File: src/rtl/mc_ctrl_pkg.sv
package mc_ctrl_pkg;

    localparam int OPC_W   = 4;
    localparam int ALUOP_W = 3;
    localparam int SEL_W   = 2;

    typedef enum logic [3:0] {
        S_FETCH   = 4'd0,
        S_DECODE  = 4'd1,
        S_EX_ALU  = 4'd2,
        S_WB_ALU  = 4'd3,
        S_WB_IMM  = 4'd4,
        S_MEM_LDD = 4'd5,
        S_WB_LDD  = 4'd6,
        S_MEM_LDR = 4'd7,
        S_WB_LDR  = 4'd8,
        S_MEM_ST  = 4'd9,
        S_EX_BR   = 4'd10,
        S_EX_JMP  = 4'd11,
        S_EX_JR   = 4'd12
    } state_e;

    localparam logic [OPC_W-1:0] OP_ADD = 4'd0;
    localparam logic [OPC_W-1:0] OP_ADC = 4'd1;
    localparam logic [OPC_W-1:0] OP_SUB = 4'd2;
    localparam logic [OPC_W-1:0] OP_SBB = 4'd3;
    localparam logic [OPC_W-1:0] OP_AND = 4'd4;
    localparam logic [OPC_W-1:0] OP_OR  = 4'd5;
    localparam logic [OPC_W-1:0] OP_XOR = 4'd6;
    localparam logic [OPC_W-1:0] OP_LDI = 4'd7;
    localparam logic [OPC_W-1:0] OP_LDD = 4'd8;
    localparam logic [OPC_W-1:0] OP_LDR = 4'd9;
    localparam logic [OPC_W-1:0] OP_STB = 4'd10;
    localparam logic [OPC_W-1:0] OP_BZ  = 4'd11;
    localparam logic [OPC_W-1:0] OP_BC  = 4'd12;
    localparam logic [OPC_W-1:0] OP_JMP = 4'd13;
    localparam logic [OPC_W-1:0] OP_JR  = 4'd14;

    localparam logic [ALUOP_W-1:0] AL_AND = 3'b000;
    localparam logic [ALUOP_W-1:0] AL_OR  = 3'b001;
    localparam logic [ALUOP_W-1:0] AL_ADD = 3'b010;
    localparam logic [ALUOP_W-1:0] AL_XOR = 3'b011;
    localparam logic [ALUOP_W-1:0] AL_ADC = 3'b100;
    localparam logic [ALUOP_W-1:0] AL_SBB = 3'b101;
    localparam logic [ALUOP_W-1:0] AL_SUB = 3'b110;

    localparam logic [SEL_W-1:0] BS_REG  = 2'b00;
    localparam logic [SEL_W-1:0] BS_STEP = 2'b01;
    localparam logic [SEL_W-1:0] BS_ADDR = 2'b10;

    localparam logic [SEL_W-1:0] PS_ALU    = 2'b00;
    localparam logic [SEL_W-1:0] PS_TARGET = 2'b01;
    localparam logic [SEL_W-1:0] PS_ADDR   = 2'b10;
    localparam logic [SEL_W-1:0] PS_REG    = 2'b11;

    localparam logic [SEL_W-1:0] WB_ALU = 2'b00;
    localparam logic [SEL_W-1:0] WB_MEM = 2'b01;
    localparam logic [SEL_W-1:0] WB_IMM = 2'b10;

    typedef struct packed {
        logic               mem_rd;
        logic               mem_wr;
        logic               ir_wr;
        logic               reg_wr;
        logic               reg_dst;
        logic [SEL_W-1:0]   wb_sel;
        logic [ALUOP_W-1:0] alu_op;
        logic               alu_a_sel;
        logic [SEL_W-1:0]   alu_b_sel;
        logic               pc_wr;
        logic               pc_wr_cond;
        logic [SEL_W-1:0]   pc_src;
        logic               daddr_sel;
        logic               flag_upd;
    } ctl_t;

    function automatic ctl_t ctl_idle();
        ctl_t c;
        c = '0;
        c.alu_op = AL_ADD;
        return c;
    endfunction

    function automatic logic [ALUOP_W-1:0] alu_code(input logic [OPC_W-1:0] opc);
        case (opc)
            OP_ADC:  return AL_ADC;
            OP_SUB:  return AL_SUB;
            OP_SBB:  return AL_SBB;
            OP_AND:  return AL_AND;
            OP_OR:   return AL_OR;
            OP_XOR:  return AL_XOR;
            default: return AL_ADD;
        endcase
    endfunction

endpackage

File: src/rtl/mc_ctrl_decode.sv
module mc_ctrl_decode
    import mc_ctrl_pkg::*;
(
    input  logic [OPC_W-1:0]   opcode,
    input  logic               zero_flag,
    input  logic               carry_flag,
    output state_e             exec_state,
    output logic [ALUOP_W-1:0] exec_alu
);

    always_comb begin
        exec_alu = alu_code(opcode);
        case (opcode)
            OP_ADD, OP_ADC, OP_SUB, OP_SBB,
            OP_AND, OP_OR, OP_XOR: exec_state = S_EX_ALU;
            OP_LDI:                exec_state = S_WB_IMM;
            OP_LDD:                exec_state = S_MEM_LDD;
            OP_LDR:                exec_state = S_MEM_LDR;
            OP_STB:                exec_state = S_MEM_ST;
            OP_BZ:                 exec_state = zero_flag  ? S_EX_BR : S_FETCH;
            OP_BC:                 exec_state = carry_flag ? S_EX_BR : S_FETCH;
            OP_JMP:                exec_state = S_EX_JMP;
            OP_JR:                 exec_state = S_EX_JR;
            default:               exec_state = S_FETCH;
        endcase
    end

endmodule

File: src/rtl/mc_ctrl_outputs.sv
module mc_ctrl_outputs
    import mc_ctrl_pkg::*;
(
    input  state_e             state,
    input  logic [ALUOP_W-1:0] alu_q,
    output ctl_t               ctl
);

    always_comb begin
        ctl = ctl_idle();
        case (state)
            S_FETCH: begin
                ctl.mem_rd    = 1'b1;
                ctl.ir_wr     = 1'b1;
                ctl.alu_b_sel = BS_STEP;
                ctl.pc_wr     = 1'b1;
                ctl.pc_src    = PS_ALU;
            end
            S_DECODE: ctl.alu_b_sel = BS_ADDR;
            S_EX_ALU: begin
                ctl.alu_op    = alu_q;
                ctl.alu_a_sel = 1'b1;
                ctl.alu_b_sel = BS_REG;
                ctl.flag_upd  = 1'b1;
            end
            S_WB_ALU: begin
                ctl.reg_wr = 1'b1;
                ctl.wb_sel = WB_ALU;
            end
            S_WB_IMM: begin
                ctl.reg_wr  = 1'b1;
                ctl.reg_dst = 1'b1;
                ctl.wb_sel  = WB_IMM;
            end
            S_MEM_LDD: ctl.mem_rd = 1'b1;
            S_WB_LDD: begin
                ctl.reg_wr  = 1'b1;
                ctl.reg_dst = 1'b1;
                ctl.wb_sel  = WB_MEM;
            end
            S_MEM_LDR: begin
                ctl.mem_rd    = 1'b1;
                ctl.daddr_sel = 1'b1;
            end
            S_WB_LDR: begin
                ctl.reg_wr = 1'b1;
                ctl.wb_sel = WB_MEM;
            end
            S_MEM_ST: ctl.mem_wr = 1'b1;
            S_EX_BR: begin
                ctl.pc_wr_cond = 1'b1;
                ctl.pc_src     = PS_TARGET;
            end
            S_EX_JMP: begin
                ctl.pc_wr  = 1'b1;
                ctl.pc_src = PS_ADDR;
            end
            S_EX_JR: begin
                ctl.pc_wr  = 1'b1;
                ctl.pc_src = PS_REG;
            end
            default: ctl = ctl_idle();
        endcase
    end

endmodule

File: src/rtl/mc_ctrl_fsm.sv
module mc_ctrl_fsm
    import mc_ctrl_pkg::*;
(
    input  logic         clk,
    input  logic         rst,
    input  logic [3:0]   opcode,
    input  logic         zero_flag,
    input  logic         carry_flag,
    output logic         mem_rd,
    output logic         mem_wr,
    output logic         ir_wr,
    output logic         reg_wr,
    output logic         reg_dst,
    output logic [1:0]   wb_sel,
    output logic [2:0]   alu_op,
    output logic         alu_a_sel,
    output logic [1:0]   alu_b_sel,
    output logic         pc_wr,
    output logic         pc_wr_cond,
    output logic [1:0]   pc_src,
    output logic         daddr_sel,
    output logic         flag_upd
);

    state_e             state_q, state_d, exec_state;
    logic [ALUOP_W-1:0] alu_q, exec_alu;
    ctl_t               ctl;

    mc_ctrl_decode u_dec (
        .opcode     (opcode),
        .zero_flag  (zero_flag),
        .carry_flag (carry_flag),
        .exec_state (exec_state),
        .exec_alu   (exec_alu)
    );

    always_comb begin
        case (state_q)
            S_FETCH:   state_d = S_DECODE;
            S_DECODE:  state_d = exec_state;
            S_EX_ALU:  state_d = S_WB_ALU;
            S_MEM_LDD: state_d = S_WB_LDD;
            S_MEM_LDR: state_d = S_WB_LDR;
            default:   state_d = S_FETCH;
        endcase
    end

    always_ff @(posedge clk) begin
        if (rst) begin
            state_q <= S_FETCH;
            alu_q   <= AL_ADD;
        end else begin
            state_q <= state_d;
            if (state_q == S_DECODE) alu_q <= exec_alu;
        end
    end

    mc_ctrl_outputs u_out (
        .state (state_q),
        .alu_q (alu_q),
        .ctl   (ctl)
    );

    assign mem_rd     = ctl.mem_rd;
    assign mem_wr     = ctl.mem_wr;
    assign ir_wr      = ctl.ir_wr;
    assign reg_wr     = ctl.reg_wr;
    assign reg_dst    = ctl.reg_dst;
    assign wb_sel     = ctl.wb_sel;
    assign alu_op     = ctl.alu_op;
    assign alu_a_sel  = ctl.alu_a_sel;
    assign alu_b_sel  = ctl.alu_b_sel;
    assign pc_wr      = ctl.pc_wr;
    assign pc_wr_cond = ctl.pc_wr_cond;
    assign pc_src     = ctl.pc_src;
    assign daddr_sel  = ctl.daddr_sel;
    assign flag_upd   = ctl.flag_upd;

    // one cycle after a reset edge the fetch strobes are showing
    assert_reset_to_fetch_R1: assert property (@(posedge clk) disable iff (rst)
        $past(rst) |-> (ir_wr && pc_wr && mem_rd));

    // Fetch is always followed by Decode
    assert_fetch_then_decode_R2: assert property (@(posedge clk) disable iff (rst)
        (state_q == S_FETCH) |=> (state_q == S_DECODE));

    // a flag-updating execute cycle is followed by a register write
    assert_exec_then_wb_R3: assert property (@(posedge clk) disable iff (rst)
        flag_upd |=> (reg_wr && wb_sel == WB_ALU));

    // a store cycle hands back to Fetch
    assert_store_returns_R8: assert property (@(posedge clk) disable iff (rst)
        mem_wr |=> (ir_wr && !reg_wr));

    // taken zero branch
    assert_bz_taken_R9: assert property (@(posedge clk) disable iff (rst)
        (state_q == S_DECODE && opcode == OP_BZ && zero_flag)
        |=> (pc_wr_cond && !pc_wr && pc_src == PS_TARGET));

    // untaken carry branch
    assert_bc_untaken_R9: assert property (@(posedge clk) disable iff (rst)
        (state_q == S_DECODE && opcode == OP_BC && !carry_flag) |=> ir_wr);

    // read and write strobes exclusive
    assert_mem_excl_R12: assert property (@(posedge clk) disable iff (rst)
        !(mem_rd && mem_wr));

    // flag update only in the cycle after Decode
    assert_flag_upd_after_decode_R12: assert property (@(posedge clk) disable iff (rst)
        flag_upd |-> $past(state_q == S_DECODE));

endmodule

File: config.mk
export PLATFORM = sky130hd
export DESIGN_NAME = mc_ctrl_fsm
export DESIGN_NICKNAME = d
export VERILOG_FILES = /design/src/rtl/mc_ctrl_pkg.sv /design/src/rtl/mc_ctrl_decode.sv /design/src/rtl/mc_ctrl_outputs.sv /design/src/rtl/mc_ctrl_fsm.sv
export SDC_FILE = /design/constraint.sdc
export NUM_CORES = 1
export LEC_CHECK = 0
export ABC_AREA = 1
export ABC_CLOCK_PERIOD_IN_PS = 3400
export BUFFER_PORTS_ARGS = -buffer_cell sky130_fd_sc_hd__buf_2
export CAP_MARGIN = 10
export CORE_ASPECT_RATIO = 0.9
export CORE_UTILIZATION = 28
export CTS_CLUSTER_DIAMETER = 30
export DETAILED_ROUTE_END_ITERATION = 6
export PLACE_DENSITY = 0.52
export RECOVER_POWER = 50
export SLEW_MARGIN = 25
export SYNTH_ARGS = -nofsm -noshare
export SYNTH_HDL_FRONTEND = slang
export SYNTH_SLANG_ARGS = --single-unit
File: constraint.sdc
create_clock -name clk -period 3.4 [get_ports clk]
set_clock_uncertainty 0.1 [all_clocks]
set_input_delay 0.68 -clock clk [delete_from_list [all_inputs] [get_ports clk]]
set_output_delay 0.68 -clock clk [all_outputs]
set_load 0.05 [all_outputs]
Yosys cells after proc, flatten, opt, wreduce, memory -nomap -nowiden
Cells that the tools add are included.
- input bits: 8
- flip-flop bits (word level): 7
- output and inout bits: 19
- mux-type cells: 18
- eq/ne operators: 26
- reduce and logical (&&, ||, !) cells: 8
- operators by type and width (operator ; number):
    $eq A4 B4 Y1 const B ; 12
    $pmux W4 S9 ; 1
    $eq A4 B3 Y1 const B ; 8
    $pmux W4 S5 ; 1
    $pmux W3 S6 ; 1
    $eq A4 B2 Y1 const B ; 4
    $mux W4 ; 3
    $mux W1 ; 9
    $eq A4 B1 Y1 const B ; 2
    $logic_not A4 Y1 ; 2
    $pmux W2 S2 ; 2
    $reduce_or A7 Y1 ; 1
    $pmux W2 S3 ; 1
    $reduce_or A3 Y1 ; 2
    $reduce_or A2 Y1 ; 2
    $reduce_or A4 Y1 ; 1

Logic depth before layout (Yosys ltp)
Gate-level depths: netlist of run 1.
- depth after elaboration: 4
- gate-level depth with buffers: 9

Cells and area by module
A second synthesis of run 1 with hierarchy kept.
- cells, all modules: 115
- area, all modules: 635.6 um^2
- modules (own cells, without submodules) (module ; times used ; seq. area each (um^2) ; area an instance (um^2) ; cells each):
    mc_ctrl_fsm ; 1 ; 140.1 ; 305.3 ; 40
    mc_ctrl_outputs ; 1 ; 0.0 ; 190.2 ; 44
    mc_ctrl_decode ; 1 ; 0.0 ; 140.1 ; 31

Least setup slack after synthesis of run 1
OpenSTA, ideal clock, no wires.
- path type: register to output
- start: register state_q[1]
- end: output port reg_wr
- path slack: 0.598 ns
- data arrival time: 2.022 ns
- stages on the path, launching flop included: 7
- data required time: 2.620 ns
- buffers on the path: 0
- cell sequence: dfxtp_1 -> inv_1 -> nor2_1 -> inv_1 -> o22ai_1 -> nor2_1 -> o21ai_0
- word-level cells in the longest chain between the ends: 3
- elaborated cells between the ends (all ways): 6
- those cells by class: eq/ne (4); mux (1); reduce/logical (1)
- RTL lines (what ; line ; RTL):
    start, declared ; mc_ctrl_fsm.sv:25 ; state_e state_q, state_d, exec_state;
    start signal, assigned ; mc_ctrl_fsm.sv:53 ; state_q <= state_d;
    $eq A4 B2 Y1 (tied with other cells) ; mc_ctrl_outputs.sv:11 ; case (state)
    $reduce_or A4 Y1 (no source line) * ; n/a ;
    $mux W1 * ; mc_ctrl_outputs.sv:11 ;
    end, declared ; mc_ctrl_fsm.sv:12 ; output logic reg_wr,
Mark *: on every way between the ends. The rest lies on a longest branch, timed or not.

Worst setup path in the final report of run 1
- start: register state_q[0]
- end: output port alu_b_sel[1]
- word-level cells in the longest chain between the ends: 2
- elaborated cells between the ends (all ways): 3
- those cells by class: eq/ne (1); mux (1); reduce/logical (1)
- RTL lines (what ; line ; RTL):
    $eq A4 B1 Y1 / $logic_not A4 Y1 (equally long branches) ; mc_ctrl_outputs.sv:11 ;
    $pmux W2 S2 * ; mc_ctrl_outputs.sv:11 ;
    end, declared ; mc_ctrl_fsm.sv:17 ; output logic [1:0] alu_b_sel,
Marks and branches as above.

==> impl_metrics.yaml, run 1 <==
worst_setup_path:
  crit_fanout: 10
  required_ps: 2620
  worstPathBufferInverterCount: 1
  rrSetupSlack_ps: 1630
  arrival_ps: 1800
  end_kind: "output pin"
  start_kind: "flop"
  critical_path_class: "reg -> out"
  crit_family: "simple AND/OR/NAND/NOR gates"
  slowest_delay_ps: 520
  crit_chain: "nand2_4 > nor2_1 > clkbuf_1"
  slowest_stage: "clkbuf_1"
floorplan:
  start_util_pct: 30.6
  core_area_mm2: 0.00195
  die_w_um: 50.7
  die-area_mm2: 0.00232
  num_rows: 15
  die_h_um: 45.8
  ios: 27
layout:
  area_growth_pct: 23.5
  nNetsFinal: 140
  layout_commonest_cell: "nor2_1"
  n_antenna_cell: 0
  layout_common_cells: "nor2_1 (24), nand2_1 (20), buf_2 (20)"
  drive_gt1_share_pct: 21.4
timing:
  slew_headroom_pct: 59.9
  setup_violations: 0
  slew_viol_final: 0
  rsz0062_at_grt: "false"
  hold_viol: 0
  tns_ps: 0
  worst_pin_slew_ps: 604
  finalCriticalPeriod_ps: 2580
  max_freq_ghz: 0.387
  fin_crit_sh_pct: 75.9
detailed_routing:
  routed_wirelength_mm: 1.39
  drt-pass1-iter-count: 4
  detail-route-antenna-nets: 0
  drtIter0Drc: 9
  avgViaCountPerCell: 4.44
  vias: 692
  post-route-drc-count: 0
  routedWlPerCell_um: 8.94
synth:
  synth-seq-cells: 7
  synth.avg_cell_area_um2: 5.74
  yosysWarnings: 0
  yosysSeqAreaShare_pct: 23.5
  ys_types: 22
  synthCells: 104
  syn_area_um2: 597
  syn_nets: 112
grt:
  grt-ovfl-total: 0
  grt_util_all_layers_pct: 12.9
  grt_max_degree: 11
  grt_pass1_wl_mm: 2.25
  antenna_found_initial: 0
  grt_pass1_vias: 566
placed_design:
  hpwl_mm: 1.15
  gp_congestion: 0.804
  io_buffer_count: 26
clock_tree:
  clock_latency_ps: 250
  cts-buffers-inserted: 3
  clock_sinks: 7
  cts_tree: "built"
  hold_buffers: 0
  cts-root-buf: "clkbuf_4"
  ctsResizeCount: 0
  h-tree-depth: 1
  cts_setup_buffers: 0
  cts_buffer_depth: 2
  clk_pin_slew_worst_paths_ps: 50
power_and_ir_drop:
  ir_drop_mv: 0.331
  p_int_uw: 181
  p_comb_share_pct: 52.6
  power.density_mw_per_mm2: 508
  switching_share_pct: 51.6
  p_sw_uw: 193
  pwr-share-clk_pct: 19.5
  sequentialPowerShare_pct: 27.9
  p_leak_nw: 0.383
  p_total_uw: 374
run:
  max_cap_viol_count: 0
outcome:
  outcome: "finished clean"
hold_path:
  min-delay-path-class: "reg -> reg"
==> worst paths after layout <==
| check | from | to | cells past startpoint |
|---|---|---|---|
| worst min register to register | alu_q[1]$_SDFFE_PP1P_ | alu_q[1]$_SDFFE_PP1P_ | 2 |
| worst min-delay path | alu_q[1]$_SDFFE_PP1P_ | alu_q[1]$_SDFFE_PP1P_ | 2 |
| worst max-delay path | state_q[0]$_SDFF_PP0_ | alu_b_sel[1] | 3 |
| worst max register to register | state_q[0]$_SDFF_PP0_ | alu_q[1]$_SDFFE_PP1P_ | 7 |
==> flip-flops by register name, summed over array words and instances (netlist names) <==
| signal | cells |
|---|---|
| alu_q | 3 |
| state_q | 4 |
==> routing by layer <==
layer  share of wire [%]  GRT usage (%)  vias to the layer above
met1                  49           16.2                      301
met2                  44           21.6                       17
li1                    -              -                      372
met5                   0              0                        -
met3                 6.0           4.00                        2
met4                0.43           3.33                        0
==> cells by family after synthesis <==
kind of cell / Yosys count / share of synthesized area (%)
buffers and inverters: 24 / 16.6
AO/OA/AOI/OAI: 17 / 15.7
AND/OR/NAND/NOR: 56 / 44.2
flip-flops: 7 / 23.5
==> Yosys cell counts <==
| library cell | n | area, um^2 |
|---|---|---|
| a21oi_1 | 7 | 35.0 |
| a21oi_2 | 1 | 8.76 |
| a31oi_1 | 1 | 6.26 |
| buf_2 | 1 | 5.00 |
| buf_4 | 2 | 15.0 |
| dfxtp_1 | 7 | 140 |
| inv_1 | 19 | 71.3 |
| inv_2 | 2 | 7.51 |
| nand2_1 | 20 | 75.1 |
| nand2_2 | 1 | 6.26 |
| nand2_4 | 1 | 11.3 |
| nand3_1 | 6 | 30.0 |
| nand4_1 | 1 | 6.26 |
| nor2_1 | 23 | 86.3 |
| nor2_2 | 1 | 6.26 |
| nor2_8 | 1 | 20.0 |
| nor3_4 | 1 | 16.3 |
| o211ai_1 | 1 | 7.51 |
| o21ai_0 | 4 | 20.0 |
| o21ai_1 | 2 | 10.0 |
| o22ai_1 | 1 | 6.26 |
| or2_1 | 1 | 6.26 |
==> worst register-to-register path: stages (launching register included) <==
cell      delay (ps)
dfxtp_1          490
nand2_4           80
nor2_1           460
clkinv_1         180
a21oi_1          150
o21ai_1           80
o21ai_1           70
nand2_1           50
==> final cells by class <==
class                      count  area (um^2)
clock buffer                   4         26.3
fill                         231         1210
inverter                      21         78.8
multi-input combinational     73          338
sequential                     7          140
tap                           25         31.3
timing repair buffer          26          123
==> through the flow <==
| step | instances | hold WS [ps] | setup WS, ps | utilization (%) | area, um^2 |
|---|---|---|---|---|---|
| 2_1_floorplan | 104 | 330 | 598 | - | 597 |
| 3_3_place_gp | 152 | 352 | 1390 | 37.8 | 738 |
| 3_5_place_dp | 152 | 344 | 1340 | 37.8 | 738 |
| 4_1_cts | 156 | 358 | 1070 | 39.2 | 764 |
| 5_1_grt | 156 | 412 | 688 | 37.8 | 737 |
| 6_report | 156 | 360 | 819 | 37.8 | 737 |
==> power by group through the flow <==
stage | Combinational [mW] | Sequential (mW) | Clock, mW
after global routing | 0.215 | 0.105 | 0.0816
after detailed placement | 0.210 | 0.105 | 0
after floorplan | 0.176 | 0.103 | 0
after global placement | 0.211 | 0.105 | 0
after CTS | 0.211 | 0.104 | 0.0762
final | 0.197 | 0.104 | 0.0731
(Power assumes the default switching activity.)
==> inputs of run 2 (changes only) <==
--- a/config.mk
+++ b/config.mk
@@ -6,14 +6,14 @@
 export NUM_CORES = 1
 export LEC_CHECK = 0
 export ABC_AREA = 1
-export ABC_CLOCK_PERIOD_IN_PS = 3400
+export ABC_CLOCK_PERIOD_IN_PS = 2100
 export BUFFER_PORTS_ARGS = -buffer_cell sky130_fd_sc_hd__buf_2
 export CAP_MARGIN = 10
 export CORE_ASPECT_RATIO = 0.9
 export CORE_UTILIZATION = 28
 export CTS_CLUSTER_DIAMETER = 30
 export DETAILED_ROUTE_END_ITERATION = 6
-export PLACE_DENSITY = 0.52
+export PLACE_DENSITY = 0.54
 export RECOVER_POWER = 50
 export SLEW_MARGIN = 25
 export SYNTH_ARGS = -nofsm -noshare
==> constraint.sdc (replaced) <==
create_clock -name clk -period 2.1 [get_ports clk]
set_clock_uncertainty 0.1 [all_clocks]
set_input_delay 0.42 -clock clk [delete_from_list [all_inputs] [get_ports clk]]
set_output_delay 0.42 -clock clk [all_outputs]
set_load 0.05 [all_outputs]
==> run 2 against run 1 <==
Net effect:
- clock-buffer cell count is the same
- global-route usage rose by 0.49 points
- utilization grew 3.3 points
- cell area rose by 8.8%
- total power increased by 71%
- sequential share of layout area is 1.4 points lower
- clock power is 59% higher
- worst setup slack got worse by 690 ps
- sequential power increased by 63%
- highest routed layer is now met3
==> impl_metrics.yaml, run 2 (synthesis results as in run 1) <==
outcome:
  outcome: "finished clean"
timing:
  hold_viol: 0
  tns_ps: 0
  rsz0062_at_grt: "true"
  setup_violations: 0
  fin_crit_sh_pct: 93.7
  max_freq_ghz: 0.508
  finalCriticalPeriod_ps: 1970
  slew_viol_final: 0
  worst_pin_slew_ps: 291
  setup_slack_ps: 132
  slew_headroom_pct: 80.5
detailed_routing:
  post-route-drc-count: 0
  routedWlPerCell_um: 8.78
  routed_wirelength_mm: 1.38
  drt-pass1-iter-count: 4
  detail-route-antenna-nets: 0
  drtIter0Drc: 9
  vias: 707
  avgViaCountPerCell: 4.50
layout:
  n_antenna_cell: 0
  area_growth_pct: 34.4
  top_register: "state_q"
  layout_commonest_cell: "buf_2"
  drive_gt1_share_pct: 34.8
  top_regs: "state_q (4), alu_q (3)"
  stdcell_count: 157
  layout_common_cells: "buf_2 (24), nand2_1 (20), inv_1 (18), nor2_1 (18), a21oi_1 (7)"
  nNetsFinal: 141
  largest_reg_flops: 4
worst_setup_path:
  slowest_stage: "dfxtp_1"
  crit_end: "alu_op[1]"
  worstSetupStartpoint: "state_q[0]$_SDFF_PP0_"
  rr_worst_depth: 7
  critical_path_class: "reg -> out"
  arrival_ps: 1450
  r2r_start: "state_q[0]$_SDFF_PP0_"
  worstPathBufferInverterCount: 3
  cp_common_cell: "inv_2"
  reg2reg_to: "alu_q[1]$_SDFFE_PP1P_"
  start_kind: "flop"
  slowest_delay_ps: 380
  rrSetupSlack_ps: 760
  end_kind: "output pin"
  required_ps: 1580
  crit_chain: "nor2_2 > inv_2 > nor2_4 > inv_2 > or2_1 > buf_4"
  crit_cells: 6
  crit_family: "simple AND/OR/NAND/NOR gates"
  crit_fanout: 7
floorplan:
  core_area_mm2: 0.00195
  ios: 27
  num_rows: 15
  die-area_mm2: 0.00232
  start_util_pct: 30.6
  die_w_um: 50.7
  die_h_um: 45.8
clock_tree:
  clk_pin_slew_worst_paths_ps: 50
  clock_latency_ps: 240
  cts-root-buf: "clkbuf_4"
  cts_buffer_depth: 2
  h-tree-depth: 1
  cts_tree: "built"
  cts-buffers-inserted: 3
  clock_sinks: 7
grt:
  grt-ovfl-total: 0
  grt_max_degree: 11
  grt_pass1_vias: 591
  grt_util_all_layers_pct: 13.4
  antenna_found_initial: 0
  grt_pass1_wl_mm: 2.33
placed_design:
  preCtsSetupSlack_ps: 322
  io_buffer_count: 26
  gp_congestion: 0.787
  hpwl_mm: 1.17
  dp_cells: 152
power_and_ir_drop:
  power.density_mw_per_mm2: 799
  p_leak_nw: 0.421
  ir_drop_mv: 0.627
hold_path:
  min-delay-path-class: "in -> reg"
run:
  max_cap_viol_count: 0
[run 2: power breakdown]
part | switching, mW | total, mW | internal (mW)
registers | 0.0174 | 0.169 | 0.152
clock network | 0.0441 | 0.116 | 0.0722
logic | 0.268 | 0.355 | 0.0876
total | 0.329 | 0.641 | 0.312
[run 2: worst min-delay path by stage]
| stage | startpoint | endpoint | slack (ps) | cells past startpoint |
|---|---|---|---|---|
| 2_1_floorplan | alu_q[1]$_SDFFE_PP1P_ | alu_q[1]$_SDFFE_PP1P_ | 330 | 2 |
| 6_report | rst | state_q[1]$_SDFF_PP0_ | 290 | 2 |
| 3_3_place_gp | alu_q[1]$_SDFFE_PP1P_ | alu_q[1]$_SDFFE_PP1P_ | 360 | 2 |
| 4_1_cts | rst | state_q[0]$_SDFF_PP0_ | 290 | 2 |
| 5_1_grt | rst | state_q[1]$_SDFF_PP0_ | 290 | 2 |
| 3_5_place_dp | alu_q[1]$_SDFFE_PP1P_ | alu_q[1]$_SDFFE_PP1P_ | 360 | 2 |
[run 2: metal layers]
metal	track usage [%]	vias up	wire [um]
li1	-	382	-
met1	16.3	304	646
met2	23.2	21	646
met3	4.00	0	85
met4	3.33	0	0
met5	0	-	0
[run 2: worst register-to-register path: stages, from the launching register on]
cell	delay, ps
dfxtp_1	480
nand2_4	120
nor2_8	180
inv_2	60
a21oi_2	90
o21ai_1	70
o21ai_1	70
nand2_1	60
[run 2: timing repair]
item / in CTS / in global routing
hold endpoints to repair: 0 / 0
hold buffers: 0 / 0
setup buffers: 0 / 1
endpoints found under the setup margin: 0 / 4
gates resized for setup: 0 / 6
[run 2: area by class of cell]
type                    instances  area (um^2)
fillers                       226         1150
multi-input cells              73          382
repair buffers                 27          143
flip-flops and latches          7          141
inverters                      21         78.8
well taps                      25         31.3
clock buffers                   4         26.3
[run 2: through the flow]
stage	util, %	power (mW)	hold WS [ps]	cell area (um^2)
CTS	40.3	0.641	288	786
floorplan	-	0.463	330	618
detailed placement	38.9	0.521	365	759
finish	41.1	0.641	285	802
global placement	38.9	0.523	361	759
global route	41.1	0.692	293	802
